===== config.mk =====
export PLATFORM = sky130hd
export DESIGN_NAME = stream_packer
export DESIGN_NICKNAME = d
export VERILOG_FILES = /design/src/rtl/packer_pkg.sv /design/src/rtl/packer_rst_level.sv /design/src/rtl/packer_slot_ctr.sv /design/src/rtl/packer_lanes.sv /design/src/rtl/stream_packer.sv
export SDC_FILE = /design/constraint.sdc
export NUM_CORES = 1
export LEC_CHECK = 0
export ABC_AREA = 1
export BUFFER_PORTS_ARGS = -buffer_cell sky130_fd_sc_hd__buf_2
export CAP_MARGIN = 20
export CELL_PAD_IN_SITES_DETAIL_PLACEMENT = 0
export CELL_PAD_IN_SITES_GLOBAL_PLACEMENT = 1
export CORE_ASPECT_RATIO = 1.5
export CORE_UTILIZATION = 40
export DETAILED_ROUTE_END_ITERATION = 10
export PLACE_DENSITY = 0.89
export SETUP_SLACK_MARGIN = 0.05
export SLEW_MARGIN = 30
export SYNTH_ARGS = -nofsm -noshare
export SYNTH_HDL_FRONTEND = slang
export SYNTH_SLANG_ARGS = --single-unit
export TNS_END_PERCENT = 50

===== constraint.sdc =====
create_clock -name clk -period 3.8 [get_ports clk]
set_clock_uncertainty 0.2 [all_clocks]
set_input_delay 0.38 -clock clk [delete_from_list [all_inputs] [get_ports clk]]
set_output_delay 0.38 -clock clk [all_outputs]
set_load 0.01 [all_outputs]

===== src/rtl/packer_pkg.sv =====
package packer_pkg;
  // Bit offset of the least significant bit of slot `idx`; slot 0 is the top slice.
  function automatic int unsigned slot_lsb(input int unsigned idx,
                                           input int unsigned lanes,
                                           input int unsigned word_w);
    return (lanes - 1 - idx) * word_w;
  endfunction
endpackage


===== src/rtl/packer_rst_level.sv =====
module packer_rst_level #(
  parameter bit ACTIVE_HIGH = 1'b1
) (
  input  logic rst_in,
  output logic rst_act
);
  generate
    if (ACTIVE_HIGH) begin : g_high
      assign rst_act = rst_in;
    end else begin : g_low
      assign rst_act = ~rst_in;
    end
  endgenerate
endmodule


===== src/rtl/packer_slot_ctr.sv =====
module packer_slot_ctr #(
  parameter int unsigned LANES = 4,
  localparam int unsigned CW = (LANES > 1) ? $clog2(LANES) : 1
) (
  input  logic          clk,
  input  logic          rst_act,
  input  logic          step,
  output logic [CW-1:0] idx,
  output logic          at_last
);
  localparam logic [CW-1:0] LAST = CW'(LANES - 1);

  assign at_last = (idx == LAST);

  always_ff @(posedge clk) begin
    if (rst_act) begin
      idx <= '0;
    end else if (step) begin
      idx <= at_last ? '0 : idx + 1'b1;
    end
  end
endmodule


===== src/rtl/packer_lanes.sv =====
module packer_lanes
  import packer_pkg::*;
#(
  parameter int unsigned WORD_W = 8,
  parameter int unsigned LANES  = 4,
  localparam int unsigned CW = (LANES > 1) ? $clog2(LANES) : 1,
  localparam int unsigned TW = WORD_W * LANES
) (
  input  logic              clk,
  input  logic              wr_en,
  input  logic [CW-1:0]     wr_idx,
  input  logic [WORD_W-1:0] wr_data,
  output logic [TW-1:0]     word_q
);
  generate
    for (genvar i = 0; i < LANES; i++) begin : g_lane
      localparam int unsigned LSB = slot_lsb(i, LANES, WORD_W);
      always_ff @(posedge clk) begin
        if (wr_en && (wr_idx == CW'(i))) begin
          word_q[LSB +: WORD_W] <= wr_data;
        end
      end
    end
  endgenerate
endmodule


===== src/rtl/stream_packer.sv =====
module stream_packer #(
  parameter int unsigned WORD_W          = 8,
  parameter int unsigned LANES           = 4,
  parameter bit          RST_ACTIVE_HIGH = 1'b1
) (
  input  logic                      clk,
  input  logic                      rst,
  input  logic [WORD_W-1:0]         in_data,
  input  logic                      in_valid,
  output logic                      in_ready,
  input  logic                      in_last,
  output logic [WORD_W*LANES-1:0]   out_array,
  output logic                      out_valid,
  input  logic                      out_ready,
  output logic                      out_last
);
  localparam int unsigned CW = (LANES > 1) ? $clog2(LANES) : 1;

  logic          rst_act;
  logic          take_in;
  logic          take_out;
  logic          slot_last;
  logic [CW-1:0] slot_idx;
  logic          unused_tlast_sink;

  assign unused_tlast_sink = in_last;

  packer_rst_level #(.ACTIVE_HIGH(RST_ACTIVE_HIGH)) u_rst (
    .rst_in (rst),
    .rst_act(rst_act)
  );

  // Room exists when no word is held, or when the held word leaves this cycle.
  assign in_ready = ~out_valid | out_ready;
  assign take_in  = in_valid & in_ready;
  assign take_out = out_valid & out_ready;

  packer_slot_ctr #(.LANES(LANES)) u_ctr (
    .clk    (clk),
    .rst_act(rst_act),
    .step   (take_in),
    .idx    (slot_idx),
    .at_last(slot_last)
  );

  packer_lanes #(.WORD_W(WORD_W), .LANES(LANES)) u_lanes (
    .clk    (clk),
    .wr_en  (take_in),
    .wr_idx (slot_idx),
    .wr_data(in_data),
    .word_q (out_array)
  );

  always_ff @(posedge clk) begin
    if (rst_act) begin
      out_valid <= 1'b0;
    end else if (take_in && slot_last) begin
      out_valid <= 1'b1;
    end else if (take_out) begin
      out_valid <= 1'b0;
    end
  end

  assign out_last = 1'b0;
endmodule


# Word level (Yosys, flattened, before mapping)

Cells that the tools add are included.

Register bits: 35
Input bits: 13
Output and inout bits: 35
Logic and storage cells: 23

Add/sub/neg operators: 1
Eq/ne operators: 3
Mux-type cells: 3
Bitwise logic cells: 4
Reduce and logical (&&, ||, !) cells: 6

Operator list:

| kind                                                            | number |
|---|---|
| 2-bit == test, second input constant                            | 2 |
| 1-bit logical AND                                               | 4 |
| 2-bit by 1-bit adder with 2-bit output, second input constant   | 1 |
| 1-bit bitwise AND                                               | 2 |
| 2-bit by 1-bit == test with 1-bit output, second input constant | 1 |
| 2-bit zero test                                                 | 1 |
| 1-bit two-way mux                                               | 2 |
| 2-bit two-way mux                                               | 1 |
| 2-bit nonzero test                                              | 1 |
| 1-bit inverter                                                  | 1 |
| 1-bit OR                                                        | 1 |

# Longest topological paths before layout

Gate-level depths: netlist of run 1.

Depth after elaboration: 5
Gate-level depth with buffers: 6
Depth with buffers taken out: 6

# By module

A second synthesis of run 1 with hierarchy kept.

Cells, all modules: 63
Area total of the unflattened synthesis: 1159.9 µm²

By module, submodules not included:

| module           | times used | cells an instance | area an instance (µm²) | sequential area each (µm²) |
|---|---|---|---|---|
| packer_lanes     | 1          | 40                | 991.0                  | 960.9 |
| packer_slot_ctr  | 1          | 14                | 100.1                  | 40.0 |
| stream_packer    | 1          | 8                 | 61.3                   | 20.0 |
| packer_rst_level | 1          | 1                 | 7.5                    | 0.0 |

# Worst setup path before layout of run 1

Ideal clock, no wire load.

Path kind: input-to-reg
Start: input port out_ready
End: register u_lanes.word_q[10] (enable)
Setup time: 371 ps
Arrival time: 996 ps
Required time: 3229 ps
Slack: 2234 ps
Stages on the path: 4
Buffers on the path: 0
Cells stage by stage: inv_1 > nand2_4 > nand2_1 > nor2_1

Cells in the longest elaborated chain, start to end: 3

Ends and longest elaborated chain:

| element                        | RTL line            | RTL |
|---|---|---|
| start: declaration             | stream_packer.sv:14 | `input logic out_ready,` |
| 1-bit OR                       | stream_packer.sv:34 | `assign in_ready = ~out_valid \| out_ready;` |
| via in_ready                   | stream_packer.sv:10 | `output logic in_ready,` |
| 1-bit bitwise AND              | stream_packer.sv:35 | `assign take_in = in_valid & in_ready;` |
| 1-bit logical AND              | packer_lanes.sv:19  | `if (wr_en && (wr_idx == CW'(i))) begin` |
| end signal: indexed assignment | packer_lanes.sv:20  | `word_q[LSB +: WORD_W] <= wr_data;` |
| end: declaration               | packer_lanes.sv:13  | `output logic [TW-1:0] word_q` |

The timed path passes the listed nets, and every way through them passes these cells.
A chain may end at the register's enable or synchronous reset.

# Final worst setup path of run 1

Start: register u_ctr.idx[0]
End: register u_lanes.word_q[14] (enable)

Cells in the longest elaborated chain, start to end: 2

Ends and longest elaborated chain:

| element                  | RTL line              | RTL |
|---|---|---|
| start: declaration       | packer_slot_ctr.sv:8  | `output logic [CW-1:0] idx,` |
| start signal: assignment | packer_slot_ctr.sv:19 | `idx <= at_last ? '0 : idx + 1'b1;` |
| 2-bit == test            | packer_lanes.sv:19    |  |
| 1-bit logical AND        | packer_lanes.sv:19    |  |

No other way between the ends.

==> results of run 1 <==
how the worst min path moves through the flow:
stage / start / endpoint / slack [ns]
2_1_floorplan: in_data[0] / u_lanes.word_q[0]$_DFFE_PP_ / 0.28
3_3_place_gp: u_ctr.idx[1]$_SDFFE_PP0P_ / u_ctr.idx[1]$_SDFFE_PP0P_ / 0.33
3_5_place_dp: u_ctr.idx[0]$_SDFFE_PP0P_ / u_ctr.idx[0]$_SDFFE_PP0P_ / 0.34
4_1_cts: in_data[0] / u_lanes.word_q[16]$_DFFE_PP_ / 0.1
5_1_grt: in_data[3] / u_lanes.word_q[11]$_DFFE_PP_ / 0.1
6_report: in_data[3] / u_lanes.word_q[11]$_DFFE_PP_ / 0.10
kinds of logic after synthesis:
| logic type | after synthesis | synth area share [%] |
|---|---|---|
| buffers and inverters | 12 | 4.050 |
| AND/OR/NAND/NOR | 14 | 5.192 |
| flip-flops | 35 | 84.74 |
| adder cells (fa/ha/maj) | 4 | 4.154 |
| AO/OA/AOI/OAI | 3 | 1.558 |
| other | 1 | 0.3112 |
per-layer routing:
layer	routed length [um]	track usage, %
met1	611	10.81
met2	1212	25.31
met3	103	7.031
met4	53	9.206
met5	0	0
power by group through the flow:
stage / clock [mW] / combinational [mW] / sequential (mW)
floorplan: 0 / 0.0186 / 0.459
global placement: 0 / 0.0490 / 0.451
detailed placement: 0 / 0.0519 / 0.452
CTS: 0.253 / 0.0519 / 0.444
global route: 0.269 / 0.0568 / 0.445
finish: 0.247 / 0.0511 / 0.444
cell usage in the layout, fill, tap and decap left out, drive strengths merged:
master   n
edfxtp  32
clkbuf   7
nand3    2
a21oi    2
dfxtp    3
buf     45
nand2    6
inv     11
clkinv   1
conb     1
nor2     6
o21ai    1
ha       4
area by class of cell:
cell class / count / area, um2
fillers: 267 / 1330
repair buffers: 45 / 225.2
flip-flops and latches: 35 / 1021
clock buffers: 7 / 76.32
inverters: 11 / 41.29
well taps: 39 / 48.80
multi-input cells: 22 / 135.1
clock inverters: 1 / 5.005
metrics by stage:
step / util [%] / cell area [um2] / std cells
2_1_floorplan: - / 1205 / 69
3_3_place_gp: 51.04 / 1471 / 152
3_5_place_dp: 51.04 / 1471 / 152
4_1_cts: 53.86 / 1553 / 160
5_1_grt: 53.86 / 1553 / 160
6_report: 53.86 / 1553 / 160
state kept, by name, indices dropped and copies added, names as in the netlist:
name and cells:
out_valid 1, u_ctr.idx 2, u_lanes.word_q 32
==> results by group, run 1 <==
Setup path
  – Worst reg2reg path endpoint: u_lanes.word_q[14]$_DFFE_PP_
  – Worst endpoint data arrival time: 1.51 ns
  – CP startpoint: u_ctr.idx[0]$_SDFFE_PP0P_
  – Register-to-Register Path Depth: 4
  – CP max stage delay: 0.58 ns
  – Register-to-register path setup slack: 2.00 ns
  – Chain of cells forming the critical path: inv_1, ha_1, inv_1, nor2_1
  – Worst Setup Path Type: flop to flop
  – Critical path startpoint category: flop
  – Critical Path End: u_lanes.word_q[14]$_DFFE_PP_
  – FF-to-FF Start: u_ctr.idx[0]$_SDFFE_PP0P_
  – Cell type group with the largest total delay on the critical path: simple AND/OR/NAND/NOR gates
  – Buffering stage count on the worst path with inverters included: 2
  – Required arrival time at the worst endpoint: between 3 and 4 ns
  – Endpoint kind of the worst setup timing path: flop
  – Worst path slowest cell: sky130_fd_sc_hd__nor2_1
  – CP Max Fanout: 8
  – Top cell by count, worst path: sky130_fd_sc_hd__inv_1
  – Number of logic stages on the critical path including buffering: 4

Pwr
  – Portion of total power attributed to sequential cells: 59.8%
  – Internal power of the cells: 0.5851 mW
  – P_leak: 0.6652 nW
  – Switching power: 0.1571 mW
  – Clock power share: 33.3%
  – IR Drop Worst-Case VDD: 0.2824 mV
  – Switching part of the total: 21.17%
  – Combinational cell fraction of total power: under 10%
  – Areal power density over the cells: between 400 and 500 nW/um2
  – Design Power: 0.7422 mW

Detailed routing
  – Sum of routed wire length over all layers: 1981 um
  – Starting DRC count in detailed routing: 25
  – Number of vias after detailed routing: 708
  – Detailed Routing Iterations Pass 1: 4
  – Drt wl/cell: 12.38 um
  – ANT nets after route: 0
  – Detailed-route vias per instance: 4.425
  – Remaining routing DRC violations: 0

Logic synthesis
  – Total standard cell area after synthesis: 1205 um2
  – Top cells by area, synth: sky130_fd_sc_hd__edfxtp_1 80%, sky130_fd_sc_hd__dfxtp_1 5.0%, sky130_fd_sc_hd__ha_1 4.2%
  – Most frequent cells after synthesis: 32 x sky130_fd_sc_hd__edfxtp_1, 10 x sky130_fd_sc_hd__inv_1, 6 x sky130_fd_sc_hd__nor2_1
  – Number of synthesized flops with an enable pin: 32
  – Cell type contributing the most total cell area after synthesis: sky130_fd_sc_hd__edfxtp_1
  – Total number of yosys warnings: 0
  – Cells after synthesis: 69
  – Most frequently used cell type in the post-synthesis netlist: sky130_fd_sc_hd__edfxtp_1
  – Synth cell types: 13
  – Net Count, Synth: 86
  – Flop and latch count out of synthesis: 35
  – Average footprint of a synthesized cell: around 17 um2
  – Fraction of the yosys area taken by sequential cells: 84.74%
  – Most used DFF post-synth: sky130_fd_sc_hd__edfxtp_1
  – Top-area cell type share of the netlist area: roughly four fifths
  – Proportion of register bits with asynchronous set or reset after synthesis: 0%

Clocking
  – Clock transition time at the flip-flop clock pins of the worst setup and hold paths: 0.06 ns
  – CTS-repair resized insts: 0
  – Source-to-sink clock delay at the later pin of the worst-skew pair: approximately 0.29 ns
  – Bufs on Longest Clock Path: 2
  – Level count of the clock H-tree: 2
  – Number of sinks handled by clock tree synthesis: 35
  – Number of buffers added to fix hold violations after cts: 0
  – CTS tree: yes
  – Number of setup buffers added after CTS: 0
  – Total CTS buffers: 5
  – Cell chosen for the clock root: sky130_fd_sc_hd__clkbuf_8

STA
  – Number of failing setup endpoints in the final timing report: 0
  – Slew HR: 50.12%
  – Endpoints failing hold: 0
  – Post-layout min period: 1.798 ns
  – Setup repair after global routing missed its margin: no
  – Count of pins over their slew limit: 0
  – FMAX: 0.5561 GHz
  – Worst setup slack after layout: 2.002 ns
  – Final cycle utilization of the critical path: roughly 47%
  – Pin slew with the least headroom to its limit: about 0.75 ns
  – Min Hold Slack: between 0.1 and 0.15 ns
  – Fin Setup TNS: 0 ns

Place
  – Setup slack after placement: 1.870 ns
  – Quantity of I/O buffers inserted on ports: 45
  – Routability congestion estimate from global placement: 0.6005
  – Half-perimeter wire length after detailed placement: roughly 1500 um

Worst hold path
  – Hold depth: 1
  – Hold Path Class: primary input to flop

Global route
  – Pin count of the biggest net entering global routing: 11
  – Total congestion overflow after global routing: 0
  – Total global routing track utilization: 14.34%
  – Via count of the first global-routing pass: 664
  – Initial antenna violation count: 0
  – Global-route wire length before repair: 2973 um

Finish
  – Share of final-layout standard cells stronger than drive strength 1: 44.63%
  – Ant diodes: 0
  – Area overhead of the layout relative to synthesis: 28.87%
  – Layout net count: 137

Floorplanning
  – Starting density of the core: a little over two fifths
  – Die extent in x: 46.81 um
  – Die span in y: 69.22 um
  – Die area: about 3200 um2
  – I/O pin cnt: 48
  – Total core area: about 2900 um2
  – Row Count: 24

Outcome
  – Run status: completed

Run
  – # Max-Cap Violations: 0
Power figures use the tool's default switching activity.
==> inputs of run 2 (changes only) <==
--- a/config.mk
+++ b/config.mk
@@ -11,9 +11,9 @@
 export CELL_PAD_IN_SITES_DETAIL_PLACEMENT = 0
 export CELL_PAD_IN_SITES_GLOBAL_PLACEMENT = 1
 export CORE_ASPECT_RATIO = 1.5
-export CORE_UTILIZATION = 40
+export CORE_UTILIZATION = 33
 export DETAILED_ROUTE_END_ITERATION = 10
-export PLACE_DENSITY = 0.89
+export PLACE_DENSITY = 0.79
 export SETUP_SLACK_MARGIN = 0.05
 export SLEW_MARGIN = 30
 export SYNTH_ARGS = -nofsm -noshare
==> constraint.sdc (replaced) <==
create_clock -name clk -period 1.6 [get_ports clk]
set_clock_uncertainty 0.2 [all_clocks]
set_input_delay 0.16 -clock clk [delete_from_list [all_inputs] [get_ports clk]]
set_output_delay 0.16 -clock clk [all_outputs]
set_load 0.01 [all_outputs]
==> results by group, run 2 (synthesis gave the netlist of run 1 again) <==
Clocking
  – Source-to-sink clock delay at the later pin of the worst-skew pair: 0.27 ns (-0.02 ns)
  – Bufs on Longest Clock Path: 2 (unchanged)
  – Total CTS buffers: 5 (unchanged)
  – Clock transition time at the flip-flop clock pins of the worst setup and hold paths: 0.06 ns (about the same)
  – Level count of the clock H-tree: 2 (unchanged)
  – Number of buffers added to fix hold violations after cts: 9 (+9)
  – Cell chosen for the clock root: sky130_fd_sc_hd__clkbuf_8
  – CTS-repair resized insts: 0 (unchanged)
  – Number of sinks handled by clock tree synthesis: 35 (unchanged)
  – CTS tree: yes
  – Number of setup buffers added after CTS: 0 (unchanged)

Worst hold path
  – Hold Path Class: primary input to flop
  – Hold depth: 3 (+2)

STA
  – Endpoints failing hold: 0 (unchanged)
  – FMAX: 0.7023 GHz (+26%)
  – Setup repair after global routing missed its margin: no
  – Number of failing setup endpoints in the final timing report: 0 (unchanged)
  – Final cycle utilization of the critical path: 89.00% (+42 points)
  – Count of pins over their slew limit: 0 (unchanged)
  – Worst setup slack after layout: 0.1760 ns (-1.826 ns)
  – Post-layout min period: 1.424 ns (-0.3743 ns)
  – Fin Setup TNS: 0 ns (unchanged)

Floorplanning
  – Die extent in x: 51.34 um (+9.7%)
  – Row Count: 26 (+8.3%)
  – I/O pin cnt: 48 (unchanged)
  – Die span in y: 76.01 um (+9.8%)
  – Die area: 3902 um2 (+20%)
  – Starting density of the core: 34.94% (-6.9 points)
  – Total core area: 3448 um2 (+20%)

Pwr
  – Combinational cell fraction of total power: 8.5% (+1.6 points)
  – Areal power density over the cells: 1035 nW/um2 (+120%)
  – Clock power share: 31.3% (-2.0 points)
  – Portion of total power attributed to sequential cells: 60.2% (+0.4 points)
  – IR Drop Worst-Case VDD: 0.4340 mV (+54%)
  – Switching power: 0.3443 mW (+120%)
  – Internal power of the cells: 1.406 mW (+140%)
  – Switching part of the total: 19.67% (-1.5 points)
  – P_leak: 0.7325 nW (+10%)

Global route
  – Global-route wire length before repair: 3084 um (+3.7%)
  – Total congestion overflow after global routing: 0 (unchanged)
  – Pin count of the biggest net entering global routing: 11 (unchanged)
  – Total global routing track utilization: 11.24% (-3.1 points)
  – Via count of the first global-routing pass: 729 (+9.8%)
  – Initial antenna violation count: 0 (unchanged)

Setup path
  – Worst Setup Path Type: flop to flop
  – Worst endpoint data arrival time: 1.20 ns (-0.31 ns)
  – Worst path slowest cell: sky130_fd_sc_hd__dfxtp_1
  – CP max stage delay: 0.39 ns (-0.19 ns)
  – Register-to-Register Path Depth: 4 (unchanged)
  – Required arrival time at the worst endpoint: 1.37 ns (-2.15 ns)
  – Chain of cells forming the critical path: ha_1, inv_1, nor2_1, buf_4
  – CP Max Fanout: 8 (unchanged)
  – Endpoint kind of the worst setup timing path: flop
  – Critical path startpoint category: flop
  – Register-to-register path setup slack: 0.18 ns (-1.83 ns)

Place
  – Routability congestion estimate from global placement: 0.6299 (+4.9%)
  – Quantity of I/O buffers inserted on ports: 45 (unchanged)
  – Half-perimeter wire length after detailed placement: 1393 um (-5.4%)
  – Setup slack after placement: 0.1902 ns (-1.680 ns)

Finish
  – Largest reg by FF count: u_lanes.word_q
  – Ant diodes: 0 (unchanged)
  – Layout net count: 152 (+11%)
  – Registers with the most flip-flops: u_lanes.word_q: 32 flops, u_ctr.idx: 2 flops, out_valid: 1 flops
  – Most frequent standard cell in the layout excluding fill and tap cells: sky130_fd_sc_hd__buf_2
  – Max FFs per register: 32 (unchanged)
  – Most frequent cells in the layout: 45 x sky130_fd_sc_hd__buf_2, 32 x sky130_fd_sc_hd__edfxtp_1, 10 x sky130_fd_sc_hd__inv_1
  – Share of final-layout standard cells stronger than drive strength 1: 43.38% (-1.2 points)
  – Area overhead of the layout relative to synthesis: 40.29%

Detailed routing
  – Detailed Routing Iterations Pass 1: 4 (unchanged)
  – Detailed-route vias per instance: 4.056 (-8.3%)
  – ANT nets after route: 0 (unchanged)
  – Remaining routing DRC violations: 0 (unchanged)
  – Sum of routed wire length over all layers: 1864 um (-5.9%)
  – Number of vias after detailed routing: 722 (+2.0%)
  – Starting DRC count in detailed routing: 16 (-36%)
  – Drt wl/cell: 10.47 um (-15%)

Outcome
  – Run status: completed

Run
  – # Max-Cap Violations: 0 (unchanged)
## run 2: worst paths after layout
| path | start | to |
|---|---|---|
| worst max-delay path | u_ctr.idx[1]$_SDFFE_PP0P_ | u_lanes.word_q[0]$_DFFE_PP_ |
| worst min-delay path | in_valid | u_ctr.idx[0]$_SDFFE_PP0P_ |
| worst max register to register | u_ctr.idx[1]$_SDFFE_PP0P_ | u_lanes.word_q[0]$_DFFE_PP_ |
| worst min register to register | u_ctr.idx[0]$_SDFFE_PP0P_ | u_ctr.idx[0]$_SDFFE_PP0P_ |
## run 2: cell type report
class | instances | area [um2]
clock inverters | 2 | 7.507
clock buffers | 6 | 72.57
flip-flops and latches | 35 | 1021
multi-input cells | 22 | 135.1
well taps | 42 | 52.55
fillers | 334 | 1758
inverters | 11 | 41.29
repair buffers | 60 | 360.3
## run 2: power by group through the flow
stage | Combinational, mW | Sequential [mW] | Clock [mW]
5_1_grt | 0.167 | 1.05 | 0.622
3_5_place_dp | 0.134 | 1.07 | 0
6_report | 0.149 | 1.05 | 0.548
4_1_cts | 0.151 | 1.05 | 0.567
2_1_floorplan | 0.0441 | 1.09 | 0
3_3_place_gp | 0.131 | 1.07 | 0
## run 2: stage by stage
step / util (%) / power (mW) / instances / hold slack [ns] / instance area, um2
global route: 49.02 / 1.844 / 178 / 0.04708 / 1690
detailed placement: 44.09 / 1.207 / 161 / 0.1757 / 1520
floorplan: - / 1.134 / 69 / 0.05887 / 1205
finish: 49.02 / 1.750 / 178 / 0.02155 / 1690
global placement: 44.09 / 1.202 / 161 / 0.1678 / 1520
CTS: 49.02 / 1.772 / 178 / 0.01124 / 1690
## run 2: critical path, delay by kind of cell (launching register included)
family	cells	cell delay [ns]
buffers and inverters	2	0.26
and+or+nand+nor	1	0.10
DFF	1	0.39
adders and majority gates	1	0.17
## run 2: metal layers
layer / share of wire, % / vias up / global-route usage (%)
met1: 38 / 327 / 10.39
met2: 54 / 30 / 19.74
li1: - / 363 / -
met3: 7.0 / 2 / 3.992
met4: 1.3 / 0 / 7.297
met5: 0 / - / 0
==> inputs of run 3 (changes only) <==
--- a/config.mk
+++ b/config.mk
@@ -6,14 +6,14 @@
 export NUM_CORES = 1
 export LEC_CHECK = 0
 export ABC_AREA = 1
-export BUFFER_PORTS_ARGS = -buffer_cell sky130_fd_sc_hd__buf_2
 export CAP_MARGIN = 20
 export CELL_PAD_IN_SITES_DETAIL_PLACEMENT = 0
 export CELL_PAD_IN_SITES_GLOBAL_PLACEMENT = 1
 export CORE_ASPECT_RATIO = 1.5
-export CORE_UTILIZATION = 33
+export CORE_UTILIZATION = 42
 export DETAILED_ROUTE_END_ITERATION = 10
-export PLACE_DENSITY = 0.79
+export DONT_BUFFER_PORTS = 1
+export PLACE_DENSITY = 0.77
 export SETUP_SLACK_MARGIN = 0.05
 export SLEW_MARGIN = 30
 export SYNTH_ARGS = -nofsm -noshare
==> results by group, run 3 (synthesis gave the netlist of run 1 again) <==
Outcome
  – Run status: completed

Global route
  – Initial antenna violation count: 0 (unchanged)
  – Global-route wire length before repair: 2732 um (-11%)
  – Total congestion overflow after global routing: 0 (unchanged)
  – Total global routing track utilization: 13.49% (+2.2 points)
  – Via count of the first global-routing pass: 562 (-23%)
  – Pin count of the biggest net entering global routing: 11 (unchanged)

Setup path
  – Worst path slowest cell: sky130_fd_sc_hd__dfxtp_1
  – Critical path startpoint category: flop
  – FF-to-FF Start: u_ctr.idx[0]$_SDFFE_PP0P_
  – Worst Setup Path Type: flop to flop
  – Register-to-Register Path Depth: 5 (+1)
  – Register-to-register path setup slack: 0.16 ns (about the same)
  – Endpoint kind of the worst setup timing path: flop
  – Worst endpoint data arrival time: 1.22 ns (+0.02 ns)
  – Critical Path End: u_lanes.word_q[27]$_DFFE_PP_
  – Required arrival time at the worst endpoint: 1.38 ns (about the same)
  – Top cell by count, worst path: sky130_fd_sc_hd__inv_1
  – CP startpoint: u_ctr.idx[0]$_SDFFE_PP0P_
  – Worst reg2reg path endpoint: u_lanes.word_q[27]$_DFFE_PP_
  – Chain of cells forming the critical path: inv_1, ha_1, inv_1, nor2_2, buf_4
  – CP max stage delay: 0.34 ns (-0.05 ns)
  – CP Max Fanout: 7 (-1)

Finish
  – Max FFs per register: 32 (unchanged)
  – Registers with the most flip-flops: u_lanes.word_q: 32 flops, u_ctr.idx: 2 flops, out_valid: 1 flops
  – Largest reg by FF count: u_lanes.word_q
  – Ant diodes: 0 (unchanged)
  – Non-Filler Cell Area, Final: 1461 um2 (-14%)
  – Layout net count: 107 (-30%)
  – Most frequent cells in the layout: 32 x sky130_fd_sc_hd__edfxtp_1, 10 x sky130_fd_sc_hd__inv_1, 10 x sky130_fd_sc_hd__dlygate4sd3_1
  – Non-filler cells, final: 127 (-29%)
  – Area overhead of the layout relative to synthesis: 21.29%
  – Share of final-layout standard cells stronger than drive strength 1: 16.67% (-27 points)
  – Fill cell total of the finished layout: 231 (-31%)
  – Most frequent standard cell in the layout excluding fill and tap cells: sky130_fd_sc_hd__edfxtp_1

STA
  – Fin Setup TNS: 0 ns (unchanged)
  – Endpoints failing hold: 0 (unchanged)
  – Post-layout min period: 1.436 ns (+0.01202 ns)
  – Number of failing setup endpoints in the final timing report: 0 (unchanged)
  – FMAX: 0.6964 GHz (-0.84%)
  – Setup repair after global routing missed its margin: no
  – Final cycle utilization of the critical path: 89.75% (+0.75 points)
  – Count of pins over their slew limit: 0 (unchanged)

Pwr
  – Clock power share: 31.9% (+0.6 points)
  – Combinational cell fraction of total power: 5.4% (-3.1 points)
  – P_leak: 0.5545 nW (-24%)
  – Switching part of the total: 20.06% (+0.39 points)
  – Portion of total power attributed to sequential cells: 62.6% (+2.4 points)
  – Switching power: 0.3441 mW (about the same)
  – IR Drop Worst-Case VDD: 0.5743 mV (+32%)
  – Internal power of the cells: 1.371 mW (-2.5%)
  – Design Power: 1.715 mW (-2.0%)
  – Areal power density over the cells: 1174 nW/um2 (+13%)

Place
  – Cells after DPL: 110 (-32%)
  – Routability congestion estimate from global placement: 0.6154 (-2.3%)
  – Cell area reported after detailed placement: 1281 um2 (-16%)
  – Half-perimeter wire length after detailed placement: 1125 um (-19%)
  – Quantity of I/O buffers inserted on ports: 0 (-100%)

Clocking
  – Cell chosen for the clock root: sky130_fd_sc_hd__clkbuf_8
  – CTS tree: yes
  – Number of setup buffers added after CTS: 0 (unchanged)
  – Level count of the clock H-tree: 2 (unchanged)
  – Bufs on Longest Clock Path: 2 (unchanged)
  – Total CTS buffers: 5 (unchanged)
  – Number of sinks handled by clock tree synthesis: 35 (unchanged)
  – Clock transition time at the flip-flop clock pins of the worst setup and hold paths: 0.06 ns (about the same)
  – Source-to-sink clock delay at the later pin of the worst-skew pair: 0.27 ns (about the same)

Floorplanning
  – Die area: 3091 um2 (-21%)
  – I/O pin cnt: 48 (unchanged)
  – Die span in y: 67.60 um (-11%)
  – Die extent in x: 45.73 um (-11%)
  – Starting density of the core: 44.54% (+9.6 points)
  – Total core area: 2705 um2 (-22%)
  – Row Count: 23 (-12%)

Detailed routing
  – ANT nets after route: 0 (unchanged)
  – Remaining routing DRC violations: 0 (unchanged)
  – Drt wl/cell: 13.94 um (+33%)
  – Number of vias after detailed routing: 586 (-19%)
  – Detailed Routing Iterations Pass 1: 4 (unchanged)
  – Sum of routed wire length over all layers: 1771 um (-5.0%)
  – Detailed-route vias per instance: 4.614 (+14%)
  – Starting DRC count in detailed routing: 11 (-5)

Worst hold path
  – Hold Path Class: primary input to flop
  – Hold depth: 2 (-1)

Run
  – # Max-Cap Violations: 0 (unchanged)
run 3: changes by cell type in the layout (fill, tap and decap cells not counted), sizes merged:
cell         before  now
dlygate4sd3       9   10
buf              51    5
clkbuf            6    5
run 3: through the flow:
step	worst slack, ns	utilization, %	hold WS (ns)
CTS	0.1149	53.93	0.02718
finish	0.1640	54.02	0.02656
detailed placement	0.1386	47.36	0.05898
global route	0.05799	54.02	0.03144
global placement	0.1545	47.36	0.05901
floorplan	0.07632	-	0.05887
run 3: final cells by class:
cell class | instances | area [um2] | area share [%]
clock inverters | 2 | 8.758 | 0.5993
clock buffers | 5 | 68.82 | 4.709
multi-input cells | 22 | 137.6 | 9.418
well taps | 37 | 46.29 | 3.168
flip-flops and latches | 35 | 1021 | 69.86
inverters | 11 | 41.29 | 2.825
repair buffers | 15 | 137.6 | 9.418
run 3: worst min-delay path by stage:
stage,startpoint,end
floorplan,in_data[0],u_lanes.word_q[0]$_DFFE_PP_
global placement,in_data[6],u_lanes.word_q[6]$_DFFE_PP_
global route,in_valid,u_lanes.word_q[30]$_DFFE_PP_
finish,in_valid,u_lanes.word_q[30]$_DFFE_PP_
detailed placement,in_data[6],u_lanes.word_q[6]$_DFFE_PP_
CTS,in_valid,u_lanes.word_q[30]$_DFFE_PP_
run 3: layer usage:
layer  track usage [%]  up-vias  part of all wire [%]
li1                  -      272                     -
met1             12.68      273                    35
met2             23.75       36                    56
met3             4.278        5                   5.8
met4             9.191        0                   2.5
met5                 0        -                     0
run 3: power by group through the flow:
stage	Clock (mW)	Combinational (mW)	Sequential [mW]
floorplan	0	0.0441	1.09
global placement	0	0.0620	1.09
detailed placement	0	0.0649	1.09
CTS	0.566	0.0935	1.07
global route	0.601	0.107	1.08
finish	0.548	0.0929	1.07
run 3: worst max-delay path: cells and delay by family (launching register included):
family | cells | cell delay [ns]
DFF | 1 | 0.34
buffers and inverters | 3 | 0.33
adders and majority gates | 1 | 0.16
and+or+nand+nor | 1 | 0.12
run 3: what timing repair did:
| action | in CTS | in global routing |
|---|---|---|
| setup endpoints to repair | 0 | 7 |
| gates resized for setup | 0 | 1 |
| hold endpoints to repair | 35 | 0 |
| hold buffers | 10 | 0 |
